## src/rtl/pgw_pkg.sv

```systemverilog
package pgw_pkg;
    localparam int unsigned WORD_W    = 64;
    localparam int unsigned PAGE_BITS = 12;
    localparam int unsigned SIZE_W    = 5;
    localparam int unsigned PPN_W     = 56 - PAGE_BITS;
    localparam logic [WORD_W-1:0] BASE_MASK = 64'h00ff_ffff_ffff_ff00;

    typedef enum logic [1:0] {
        W_IDLE = 2'd0,
        W_TOP  = 2'd1,
        W_LEAF = 2'd2
    } wstate_e;

    typedef struct packed {
        logic              valid;
        logic              leaf;
        logic [SIZE_W-1:0] size;
        logic [WORD_W-1:0] base;
        logic [PPN_W-1:0]  ppn;
        logic [PAGE_BITS-1:0] flags;
    } pte_t;
endpackage

```

## src/rtl/pgw_swap.sv

```systemverilog
module pgw_swap #(
    parameter int unsigned BYTES = 8
) (
    input  logic [BYTES*8-1:0] raw_i,
    output logic [BYTES*8-1:0] nat_o
);
    for (genvar b = 0; b < BYTES; b++) begin : g_byte
        assign nat_o[b*8 +: 8] = raw_i[(BYTES-1-b)*8 +: 8];
    end
endmodule

```

## src/rtl/pgw_pte_dec.sv

```systemverilog
module pgw_pte_dec
    import pgw_pkg::*;
(
    input  logic [WORD_W-1:0] ent_i,
    output pte_t              pte_o
);
    always_comb begin
        pte_o.valid = ent_i[63];
        pte_o.leaf  = ent_i[62];
        pte_o.size  = ent_i[SIZE_W-1:0];
        pte_o.base  = ent_i & BASE_MASK;
        pte_o.ppn   = ent_i[55:PAGE_BITS];
        pte_o.flags = ent_i[PAGE_BITS-1:0];
    end
endmodule

```

## src/rtl/pgw_root_dec.sv

```systemverilog
module pgw_root_dec
    import pgw_pkg::*;
#(
    parameter int unsigned TOP_BITS = 10
) (
    input  logic [WORD_W-1:0] root_i,
    output logic [WORD_W-1:0] base_o,
    output logic              ok_o
);
    localparam logic [SIZE_W-1:0] TOP_SIZE = SIZE_W'(TOP_BITS);

    logic [4:0] space;

    always_comb begin
        space  = {root_i[62:61], root_i[7:5]};
        base_o = root_i & BASE_MASK;
        ok_o   = (root_i[SIZE_W-1:0] == TOP_SIZE) && (space == 5'd0);
    end
endmodule

```

## src/rtl/pgw_walker.sv

```systemverilog
module pgw_walker
    import pgw_pkg::*;
#(
    parameter int unsigned TOP_BITS  = 10,
    parameter int unsigned LEAF_BITS = 9
) (
    input  logic              clk,
    input  logic              rst_n,
    input  logic              start_i,
    input  logic [63:0]       ea_i,
    input  logic [63:0]       root_i,
    output logic              busy_o,
    output logic              mem_req_o,
    output logic [63:0]       mem_addr_o,
    input  logic              mem_ack_i,
    input  logic [63:0]       mem_rdata_i,
    output logic              done_o,
    output logic              fault_o,
    output logic [63:0]       pa_o,
    output logic [11:0]       perm_o
);
    localparam int unsigned LEAF_LSB   = PAGE_BITS;
    localparam int unsigned TOP_LSB    = PAGE_BITS + LEAF_BITS;
    localparam int unsigned SPACE_BITS = TOP_LSB + TOP_BITS;
    localparam int unsigned ENT_SHIFT  = 3;
    localparam logic [SIZE_W-1:0] LEAF_SIZE = SIZE_W'(LEAF_BITS);

    typedef struct packed {
        wstate_e              st;
        logic [WORD_W-1:0]    addr;
        logic [WORD_W-1:0]    ea;
        logic                 done;
        logic                 fault;
        logic [WORD_W-1:0]    pa;
        logic [PAGE_BITS-1:0] perm;
    } regs_t;

    regs_t q, d;

    logic [WORD_W-1:0] ent_nat;
    pte_t              pte;
    logic [WORD_W-1:0] root_base;
    logic              root_ok;
    logic              ea_ok;
    logic [TOP_BITS-1:0]  top_idx;
    logic [LEAF_BITS-1:0] leaf_idx;

    pgw_swap #(.BYTES(WORD_W / 8)) u_swap (
        .raw_i (mem_rdata_i),
        .nat_o (ent_nat)
    );

    pgw_pte_dec u_dec (
        .ent_i (ent_nat),
        .pte_o (pte)
    );

    pgw_root_dec #(.TOP_BITS(TOP_BITS)) u_root (
        .root_i (root_i),
        .base_o (root_base),
        .ok_o   (root_ok)
    );

    always_comb begin
        ea_ok    = (ea_i >> SPACE_BITS) == '0;
        top_idx  = ea_i[TOP_LSB +: TOP_BITS];
        leaf_idx = q.ea[LEAF_LSB +: LEAF_BITS];

        d       = q;
        d.done  = 1'b0;
        d.fault = 1'b0;

        unique case (q.st)
            W_IDLE: begin
                if (start_i) begin
                    d.ea   = ea_i;
                    d.pa   = '0;
                    d.perm = '0;
                    if (root_ok && ea_ok) begin
                        d.st   = W_TOP;
                        d.addr = root_base + (WORD_W'(top_idx) << ENT_SHIFT);
                    end else begin
                        d.fault = 1'b1;
                    end
                end
            end
            W_TOP: begin
                if (mem_ack_i) begin
                    if (pte.valid && !pte.leaf && pte.size == LEAF_SIZE) begin
                        d.st   = W_LEAF;
                        d.addr = pte.base + (WORD_W'(leaf_idx) << ENT_SHIFT);
                    end else begin
                        d.st    = W_IDLE;
                        d.fault = 1'b1;
                    end
                end
            end
            W_LEAF: begin
                if (mem_ack_i) begin
                    d.st = W_IDLE;
                    if (pte.valid && pte.leaf) begin
                        d.done = 1'b1;
                        d.pa   = {8'h00, pte.ppn, q.ea[PAGE_BITS-1:0]};
                        d.perm = pte.flags;
                    end else begin
                        d.fault = 1'b1;
                    end
                end
            end
            default: d.st = W_IDLE;
        endcase
    end

    always_ff @(posedge clk) begin
        if (!rst_n) begin
            q <= '{st: W_IDLE, default: '0};
        end else begin
            q <= d;
        end
    end

    assign busy_o     = (q.st != W_IDLE);
    assign mem_req_o  = (q.st == W_TOP) || (q.st == W_LEAF);
    assign mem_addr_o = q.addr;
    assign done_o     = q.done;
    assign fault_o    = q.fault;
    assign pa_o       = q.pa;
    assign perm_o     = q.perm;

    a_r11_req_held: assert property (@(posedge clk) disable iff (!rst_n)
        (mem_req_o && !mem_ack_i) |=> (mem_req_o && $stable(mem_addr_o)));

    a_r12_exclusive: assert property (@(posedge clk) disable iff (!rst_n)
        $onehot0({done_o, fault_o}));

    a_r12_done_pulse: assert property (@(posedge clk) disable iff (!rst_n)
        done_o |=> !done_o);

    a_r10_idle_at_end: assert property (@(posedge clk) disable iff (!rst_n)
        (done_o || fault_o) |-> !busy_o);

    a_r10_busy_from_start: assert property (@(posedge clk) disable iff (!rst_n)
        $rose(busy_o) |-> $past(start_i));

    a_r6_fault_clears: assert property (@(posedge clk) disable iff (!rst_n)
        fault_o |-> (pa_o == 64'd0 && perm_o == 12'd0));
endmodule

```

## config.mk

```make
export PLATFORM = sky130hd
export DESIGN_NAME = pgw_walker
export DESIGN_NICKNAME = d
export VERILOG_FILES = /design/src/rtl/pgw_pkg.sv /design/src/rtl/pgw_swap.sv /design/src/rtl/pgw_pte_dec.sv /design/src/rtl/pgw_root_dec.sv /design/src/rtl/pgw_walker.sv
export SDC_FILE = /design/constraint.sdc
export NUM_CORES = 1
export LEC_CHECK = 0
export BUFFER_PORTS_ARGS = -buffer_cell sky130_fd_sc_hd__buf_2
export CORE_MARGIN = 2
export CORE_UTILIZATION = 45
export DETAILED_ROUTE_END_ITERATION = 7
export PLACE_DENSITY_LB_ADDON = 0.08
export SETUP_SLACK_MARGIN = 0.02
export SKIP_LAST_GASP = 1
export SYNTH_ARGS = -nofsm -noshare
export SYNTH_HDL_FRONTEND = slang
export SYNTH_SLANG_ARGS = --single-unit
export TNS_END_PERCENT = 50
```

## constraint.sdc

```tcl
create_clock -name clk -period 2.1 [get_ports clk]
set_input_delay 0.21 -clock clk [delete_from_list [all_inputs] [get_ports clk]]
set_output_delay 0.21 -clock clk [all_outputs]
set_load 0.05 [all_outputs]
```

==> run_results.csv, run 1 <==
group,metric,value,unit
hold_path,hold_path.class,"in2reg",
floorplanning,die_area,21100,um2
setup_path,cp-startpoint,"leaf_idx[5]",
finish,final_cell_count_no_fill,1574,
finish,syn2layout_area_growth,26.1,%
timing,hold_violations,0,
timing,setup_ws,-0.124,ns
cts,cts_buffers,17,
yosys,yosys.cell_types.count,71,
timing,fin_crit_sh,106,%
power,vdd_drop_max,0.000511,V
setup_path,cp-start-kind,"register",
global_route,grt_usage,25.8,%
yosys,yosysTopAreaCell,"dfxtp_1",
status,status,"finished with violations",
routing,route.detailed.wl_per_inst,18.0,um
cts,cts-root-buf,"clkbuf_16",
yosys,yosysWarnings,0,
yosys,synth-seq-area-share,32.7,%
global_route,antenna_found_initial,3,
finish,postLayoutCellArea,11300,um2
global_route,grt_pass1_vias,8117,
timing,maxSlewHeadroom,64.4,%
cts,clkSlewWorstSetupHoldPaths,0.07,ns
yosys,ys_async_sr_fraction,0,%
routing,num_vias,8710,
cts,cts_tree,"built",
job,max_cap_viol_count,0,
place,dpl_cell_area,10400,um2
setup_path,crit_path_end_kind,"register",
timing,rsz0062_at_grt,"yes",
timing,holdWs,0.0156,ns
cts,clock_sinks,147,
floorplanning,start_util,46.1,%
timing,worstMarginPinSlew,0.532,ns
place,port_buffers,309,
status,violations,"negative setup slack",
global_route,grt_pass1_wl,43.9,mm
timing,fmax,0.450,GHz
hold_path,hp-start,"mem_rdata_i[59]",
finish,fill_cells,1857,
routing,finalWirelength,28.3,mm
finish,layout-drive-gt1-share,37.4,%
setup_path,critPathRequiredTime,2.42,ns
yosys,synth_seq_cells,147,
routing,ant_nets,0,
global_route,grt-ovfl-total,0,
hold_path,whs_path_depth,2,
power,power_density,616,nW/um2
power,p_leak,0.00501,uW
yosys,yosysMostFrequentCell,"dfxtp_1",
place,dp_cells,1528,
timing,post-route-min-period,2.22,ns
yosys,synth_commonest_cells,"dfxtp_1 (147), buf_4 (142), nand2_1 (80)",
yosys,synth_area_per_cell,8.49,um2
setup_path,critical_path_class,"reg2reg",
yosys,synth_area,8990,um2
setup_path,rr_startpoint,"leaf_idx[5]",
yosys,synth_edf_count,0,
global_route,grt_start_max_net_pins,68,
cts,insertion_delay,0.43,ns
floorplanning,row_count,51,
setup_path,crit_arrival,2.54,ns
place,place_congestion,0.860,
floorplanning,die_y,145,um
cts,clockBufferDepth,2,
routing,firstDrtPassIters,5,
yosys,synth_area_leaders,"dfxtp_1 (33%), buf_4 (12%), a22o_1 (6.5%), xnor2_1 (4.1%), nand2_1 (3.3%)",
routing,drc,0,
timing,drv_slew,0,
timing,skew,0.0136,ns
yosys,synthFlopType,"dfxtp_1",
timing,setup_violations,26,
place,dp_slack,-0.263,ns
place,dpl.hpwl,20.7,mm
setup_path,rr_worst_depth,12,
timing,fin_setup_tns,-1.25,ns
yosys,syn_inst,1059,
routing,routed_via_density,5.53,
finish,nets,1505,
setup_path,cp_max_fo,6,
floorplanning,core-area,19500,um2
yosys,synth_top_area_share,32.7,%
floorplanning,io_pins,340,
floorplanning,die_w,145,um
routing,drt_iter0_markers,638,
cts,cts-htree-levels,4,
==> final cells by class <==
cell class	instances	area [um2]	share of cell area, %
multi-input cells	702	4890	43.2
flip-flops and latches	147	2940	26.0
repair buffers	405	2470	21.8
clock buffers	18	429	3.79
well taps	265	332	2.92
clock inverters	13	185	1.63
inverters	21	78.8	0.695
diodes	3	7.51	0.0662
==> worst max-delay path, cell delays in order (launching register included) <==
cell and delay (ns):
dfxtp_2 0.34, ha_4 0.13, inv_2 0.03, fa_2 0.36, nor2b_4 0.13, o31a_1 0.18, buf_12 0.13, nand4_4 0.11
buf_6 0.16, buf_6 0.11, xnor2_2 0.12, a221oi_2 0.23, nor3_2 0.06
==> cell families after synthesis <==
| kind of cell | synth area share, % |
|---|---|
| buffers and inverters | 16.3 |
| DFF | 32.7 |
| AOI/OAI and AO/OA | 24.0 |
| adders and majority gates | 2.25 |
| muxes | 0.445 |
| other | 0.0417 |
| and+or+nand+nor | 19.2 |
| xor gates and xnor gates | 5.06 |
==> power by group <==
part | total (uW) | internal (uW) | switching [uW]
combinational | 913 | 373 | 540
clock | 3240 | 1980 | 1260
sequential | 2830 | 2810 | 13.5
total | 6980 | 5170 | 1810
==> worst paths after layout <==
path                         end  slack, ns
setup / recovery  mem_addr_o[36]      -0.12
hold / removal         perm_o[3]       0.02
setup reg to reg  mem_addr_o[36]      -0.12
hold reg to reg            q[86]       0.45
==> cell usage in the layout (no fill, tap or decap), types with 10 or more instances in the layout <==
cell type	n
buf_2	309
dfxtp_1	146
nand2_1	80
buf_4	73
a22o_1	67
nor2_1	48
a21oi_1	44
o21ai_0	42
xnor2_1	41
nor3_1	36
nand3_1	30
nand4_1	24
nor4_1	22
a221oi_1	22
o21ai_1	21
and3_1	18
conb_1	18
inv_1	17
clkbuf_16	17
and4_1	14
o31a_1	14
o21a_1	13
buf_12	13
xor2_1	10
==> per-stage QoR <==
stage / power, uW / util, %
3_3_place_gp: 3760 / 53.5
3_5_place_dp: 3760 / 53.5
2_1_floorplan: 3340 / -
6_report: 6980 / 58.1
4_1_cts: 7010 / 57.3
5_1_grt: 7240 / 58.1
==> per-layer routing <==
| metal | vias to the layer above | part of all wire (%) | GRT usage, % |
|---|---|---|---|
| li1 | 4222 | - | - |
| met1 | 4093 | 44 | 35.3 |
| met2 | 353 | 46 | 40.6 |
| met3 | 42 | 7.6 | 5.17 |
| met4 | 0 | 2.0 | 8.92 |
| met5 | - | 0 | 0 |
==> flip-flops by register name, summed over array words and instances (netlist names) <==
| register | count |
|---|---|
| q | 14 |
| fault_o | 1 |
| mem_addr_o | 54 |
| done_o | 1 |
| perm_o | 12 |
| pa_o | 56 |
| leaf_idx | 9 |
==> timing repair <==
item / 4_1_cts / 5_1_grt
hold buffers: 3 / 0
resized for setup: 17 / 20
setup endpoints to repair: 38 / 46
cloned: 1 / 0
pin swaps: 20 / 10
endpoints found under the hold margin: 3 / 0
setup buffers: 5 / 3
Note: power is estimated with default switching activity, not from simulation.
==> inputs of run 2 (changes only) <==
--- a/config.mk
+++ b/config.mk
@@ -6,12 +6,12 @@
 export NUM_CORES = 1
 export LEC_CHECK = 0
 export BUFFER_PORTS_ARGS = -buffer_cell sky130_fd_sc_hd__buf_2
+export CORE_ASPECT_RATIO = 1.25
 export CORE_MARGIN = 2
 export CORE_UTILIZATION = 45
 export DETAILED_ROUTE_END_ITERATION = 7
 export PLACE_DENSITY_LB_ADDON = 0.08
 export SETUP_SLACK_MARGIN = 0.02
-export SKIP_LAST_GASP = 1
 export SYNTH_ARGS = -nofsm -noshare
 export SYNTH_HDL_FRONTEND = slang
 export SYNTH_SLANG_ARGS = --single-unit
==> constraint.sdc (replaced) <==
create_clock -name clk -period 2.1 [get_ports clk]
set_input_delay 0.21 -clock clk [delete_from_list [all_inputs] [get_ports clk]]
set_output_delay 0.21 -clock clk [all_outputs]
set_load 0.005 [all_outputs]
==> run 2 against run 1 <==
The run still ends with negative setup slack left; largest cell class unchanged; final cell count about the same; critical endpoint is now mem_addr_o[48]; routed wire length increased by 2.1%; critical path type unchanged; maximum frequency decreased by 1.1%.
==> run_results.csv, run 2 (synthesized netlist as in run 1, its figures left out) <==
group,metric,value,unit
status,status,"finished with violations",
status,violations,"negative setup slack",
floorplanning,die_area,21100,um2
routing,drc,0,
floorplanning,die_y,162,um
finish,final_core_util,58.1,%
finish,fill_cells,1874,
place,place_congestion,0.834,
setup_path,crit_chain,"ha_4 > inv_2 > fa_2 > nor2b_2 > o31a_1 > buf_6 > nand4_4 > or4_1 > and4_1 > nor3_2",
routing,ant_nets,0,
place,port_buffers,309,
setup_path,cp-start-kind,"register",
timing,rsz0062_at_grt,"yes",
global_route,grt_pass1_vias,8297,
timing,setup_ws,-0.150,ns
routing,num_vias,8648,
timing,drv_slew,0,
finish,layout_commonest_cell,"buf_2",
floorplanning,row_count,57,
timing,setup_violations,16,
cts,cts_buffers,17,
timing,skew,0.00924,ns
finish,nets,1506,
power,power_density,596,nW/um2
routing,route.detailed.wl_per_inst,18.3,um
place,dp_cells,1523,
finish,final_cell_count_no_fill,1575,
global_route,grt_start_max_net_pins,68,
setup_path,critPathRequiredTime,2.46,ns
setup_path,critPathBufInv,2,
global_route,grt-ovfl-total,0,
timing,holdWs,0.0141,ns
setup_path,crit_arrival,2.60,ns
setup_path,critPathSlowestCell,"or4_1",
floorplanning,start_util,46.0,%
timing,fmax,0.445,GHz
finish,layout-drive-gt1-share,38.1,%
setup_path,cp_max_fo,5,
timing,post-route-min-period,2.25,ns
routing,drt_iter0_markers,545,
timing,maxSlewHeadroom,66.7,%
timing,hold_violations,0,
hold_path,hold_path.class,"in2reg",
cts,clockBufferDepth,2,
floorplanning,die_w,130,um
finish,postLayoutCellArea,11400,um2
cts,cts-root-buf,"clkbuf_16",
setup_path,crit_path_end_kind,"register",
global_route,grt_usage,26.7,%
global_route,grt_pass1_wl,44.4,mm
setup_path,critical_path_class,"reg2reg",
setup_path,max_stage_delay,0.53,ns
routing,finalWirelength,28.9,mm
routing,firstDrtPassIters,5,
cts,cts_tree,"built",
place,dpl_cell_area,10400,um2
cts,insertion_delay,0.43,ns
cts,clock_sinks,147,
power,p_leak,0.00501,uW
power,vdd_drop_max,0.000542,V
global_route,antenna_found_initial,4,
routing,routed_via_density,5.49,
floorplanning,core-area,19500,um2
finish,syn2layout_area_growth,26.3,%
finish,largest_reg_flops,56,
cts,clkSlewWorstSetupHoldPaths,0.06,ns
place,dpl.hpwl,20.9,mm
floorplanning,io_pins,340,
timing,worstMarginPinSlew,0.499,ns
power,total_power,6770,uW
job,max_cap_viol_count,0,
finish,final_cell_mix,"buf_2 (309), dfxtp_1 (145), nand2_1 (79)",
setup_path,regToRegSetupSlack,-0.15,ns
setup_path,critical-path-top-delay-family,"simple AND/OR/NAND/NOR gates",
timing,fin_crit_sh,107,%
cts,cts-htree-levels,4,
==> run 2: cell count changes in the layout (fill, tap and decap cells not counted), moves of 2 or more <==
cell	delta
a221oi_2	+3
a221oi_1	-3
bufinv_16	-2
o21ai_2	+2
clkinv_2	-3
inv_6	+2
clkbuf_1	+2
==> run 2: worst reg2reg max path, stage by stage (launching register included) <==
cell	delay, ns
dfxtp_2	0.34
ha_4	0.13
inv_2	0.03
fa_2	0.35
nor2b_2	0.14
o31a_1	0.14
buf_6	0.13
nand4_4	0.12
or4_1	0.53
and4_1	0.17
nor3_2	0.09
==> run 2: path summary, 6_finish.rpt <==
check                           cells after the start            start             end
worst max-delay path                               10      leaf_idx[5]  mem_addr_o[48]
worst min-delay path                                2  mem_rdata_i[58]       perm_o[2]
worst max register to register                     10      leaf_idx[5]  mem_addr_o[48]
worst min register to register                      2      leaf_idx[4]     leaf_idx[4]
==> run 2: metrics by stage <==
step	TNS (ns)	worst slack (ns)
6_report	-0.652	-0.150
4_1_cts	-1.35	-0.104
2_1_floorplan	-0.0484	-0.0220
3_3_place_gp	-3.07	-0.189
3_5_place_dp	-3.89	-0.217
5_1_grt	-3.50	-0.229
==> run 2: layout make-up <==
class | count | area [um2] | area share [%]
Multi-Input combinational cell | 704 | 4960 | 43.7
Sequential cell | 147 | 2950 | 25.9
Timing Repair Buffer | 404 | 2460 | 21.6
Clock buffer | 20 | 437 | 3.84
Tap cell | 265 | 332 | 2.92
Clock inverter | 12 | 148 | 1.30
Inverter | 21 | 78.8 | 0.694
Antenna cell | 2 | 5.00 | 0.0441
==> run 2: layer usage <==
layer	track usage [%]	share of wire, %
met1	33.9	43
met2	45.2	50
met3	5.83	6.1
met4	7.93	1.5
met5	0	0
==> run 2: where the power goes <==
part,switching [uW],internal [uW],total (uW)
clock network,1330,1780,3110
logic,472,370,842
registers,12.9,2810,2820
total,1810,4960,6770
==> run 2: repair_timing <==
item	in CTS	in global routing
cloned	1	2
pin swaps	11	18
gates resized for setup	19	26
hold buffers	4	0
setup buffers	7	4
endpoints found under the hold margin	4	0
endpoints found under the setup margin	36	61
==> inputs of run 3 (changes only) <==
--- a/config.mk
+++ b/config.mk
@@ -8,11 +8,12 @@
 export BUFFER_PORTS_ARGS = -buffer_cell sky130_fd_sc_hd__buf_2
 export CORE_ASPECT_RATIO = 1.25
 export CORE_MARGIN = 2
-export CORE_UTILIZATION = 45
+export CORE_UTILIZATION = 49
 export DETAILED_ROUTE_END_ITERATION = 7
 export PLACE_DENSITY_LB_ADDON = 0.08
 export SETUP_SLACK_MARGIN = 0.02
 export SYNTH_ARGS = -nofsm -noshare
 export SYNTH_HDL_FRONTEND = slang
+export SYNTH_HIERARCHICAL = 1
 export SYNTH_SLANG_ARGS = --single-unit
 export TNS_END_PERCENT = 50
==> run 3 against run 2 <==
The flow still finishes with violations (negative setup slack); critical path depth is 3 higher; clock power is 2% higher; final cell count up 26%; clock-buffer cell count increased by 2; die area grew 26%.
==> run_results.csv, run 3 <==
group,metric,value,unit
hold_path,whs_path_depth,2,
place,dpl_cell_area,12900,um2
cts,cts_tree,"built",
yosys,synth_area,12500,um2
finish,largest_reg_flops,64,
timing,post-route-min-period,2.52,ns
timing,fmax,0.397,GHz
cts,cts-htree-levels,4,
global_route,grt_usage,26.8,%
yosys,syn_inst,1547,
yosys,synth_area_per_cell,8.06,um2
floorplanning,die_y,182,um
cts,clock_sinks,157,
floorplanning,die_area,26700,um2
floorplanning,row_count,65,
place,dp_slack,-0.879,ns
finish,syn2layout_area_growth,13.4,%
setup_path,rr_worst_depth,11,
power,vdd_drop_max,0.000532,V
timing,setup_ws,-0.421,ns
global_route,antenna_found_initial,5,
place,dp_cells,1929,
floorplanning,die_w,147,um
cts,clkSlewWorstSetupHoldPaths,0.06,ns
setup_path,critPathRequiredTime,2.42,ns
finish,final_cell_mix,"buf_2 (318), dfxtp_1 (157), buf_4 (151)",
setup_path,crit_path_end_kind,"register",
setup_path,critical_path_class,"in2reg",
routing,num_vias,10800,
place,port_buffers,319,
finish,regArea,3140,um2
timing,maxSlewHeadroom,63.2,%
global_route,grt_pass1_wl,56.6,mm
finish,final_core_util,56.2,%
timing,drv_slew,0,
cts,cts-root-buf,"clkbuf_16",
timing,fin_setup_tns,-19.85,ns
global_route,grt_pass1_vias,10200,
routing,ant_nets,0,
routing,route.detailed.wl_per_inst,18.5,um
routing,finalWirelength,36.8,mm
cts,clockBufferDepth,2,
hold_path,hold_path.class,"in2reg",
power,power_density,520,nW/um2
routing,routed_via_density,5.43,
setup_path,crit_arrival,2.84,ns
finish,nets,1858,
timing,hold_violations,0,
timing,rsz0062_at_grt,"yes",
routing,drt_iter0_markers,592,
timing,fin_crit_sh,120,%
place,dpl.hpwl,27.9,mm
finish,final_cell_count_no_fill,1987,
global_route,grt-ovfl-total,0,
cts,cts_buffers,17,
timing,worstMarginPinSlew,0.539,ns
finish,layout-drive-gt1-share,37.1,%
floorplanning,io_pins,340,
yosys,yosysWarnings,6,
floorplanning,core-area,25100,um2
timing,setup_violations,64,
routing,firstDrtPassIters,5,
cts,insertion_delay,0.43,ns
power,p_leak,0.00626,uW
status,violations,"negative setup slack",
status,status,"finished with violations",
global_route,grt_start_max_net_pins,86,
finish,fill_cells,2414,
place,place_congestion,0.891,
finish,layout_commonest_cell,"buf_2",
setup_path,cp_max_fo,5,
routing,drc,0,
finish,multi_input_area,6430,um2
job,max_cap_viol_count,0,
finish,postLayoutCellArea,14100,um2
setup_path,cp-start-kind,"input pin",
timing,skew,0.00897,ns
floorplanning,start_util,49.6,%
==> run 3: through the flow <==
stage | hold slack (ns) | total power [uW]
2_1_floorplan | 0.355 | 3990
3_3_place_gp | 0.428 | 4180
3_5_place_dp | 0.430 | 4190
4_1_cts | 0.000356 | 7390
5_1_grt | 0.0176 | 7650
6_report | 0.0175 | 7350
==> run 3: final timing paths <==
check / start / to / slack [ns]
worst max-delay path: root_i[7] / mem_addr_o[56] / -0.42
worst min-delay path: mem_rdata_i[59] / perm_o[3] / 0.02
worst max register to register: leaf_idx[7] / mem_addr_o[37] / -0.26
worst min register to register: q[82] / q[82] / 0.46
==> run 3: layer usage <==
layer | global-route usage, % | share of wire (%)
met2 | 46.1 | 49
met1 | 33.6 | 43
met3 | 4.18 | 4.8
met5 | 0 | 0.049
met4 | 10.4 | 3.1
==> run 3: worst max-delay path, cell delays in order <==
cell      delay, ns
buf_6          0.09
or4b_4         0.54
nor4_4         0.20
nor4b_4        0.22
nand4_1        0.15
o41a_1         0.38
buf_6          0.14
a211oi_4       0.15
buf_6          0.16
buf_12         0.14
mux2i_1        0.20
a31oi_1        0.06
o21a_1         0.16
==> run 3: repair_timing <==
action,in CTS,in global routing
gates cloned,4,5
hold buffers,4,0
hold endpoints to repair,4,0
pin swaps,13,9
setup endpoints to repair,66,133
setup buffers,8,7
gates resized for setup,54,42
==> run 3: layout make-up <==
cell class / instances / share of cell area, %
Antenna cell: 3 / 0.0531
Clock buffer: 22 / 3.21
Clock inverter: 9 / 0.974
Inverter: 26 / 0.691
Multi-Input combinational cell: 926 / 45.5
Sequential cell: 157 / 22.2
Tap cell: 335 / 2.97
Timing Repair Buffer: 509 / 24.3
==> run 3: report_power, final <==
group	internal [uW]	leakage, uW	switching, uW	total, uW
Combinational	519	0.00471	645	1160
Clock	1900	0.000273	1270	3170
Sequential	3000	0.00127	12.0	3010
Total	5420	0.00626	1930	7350
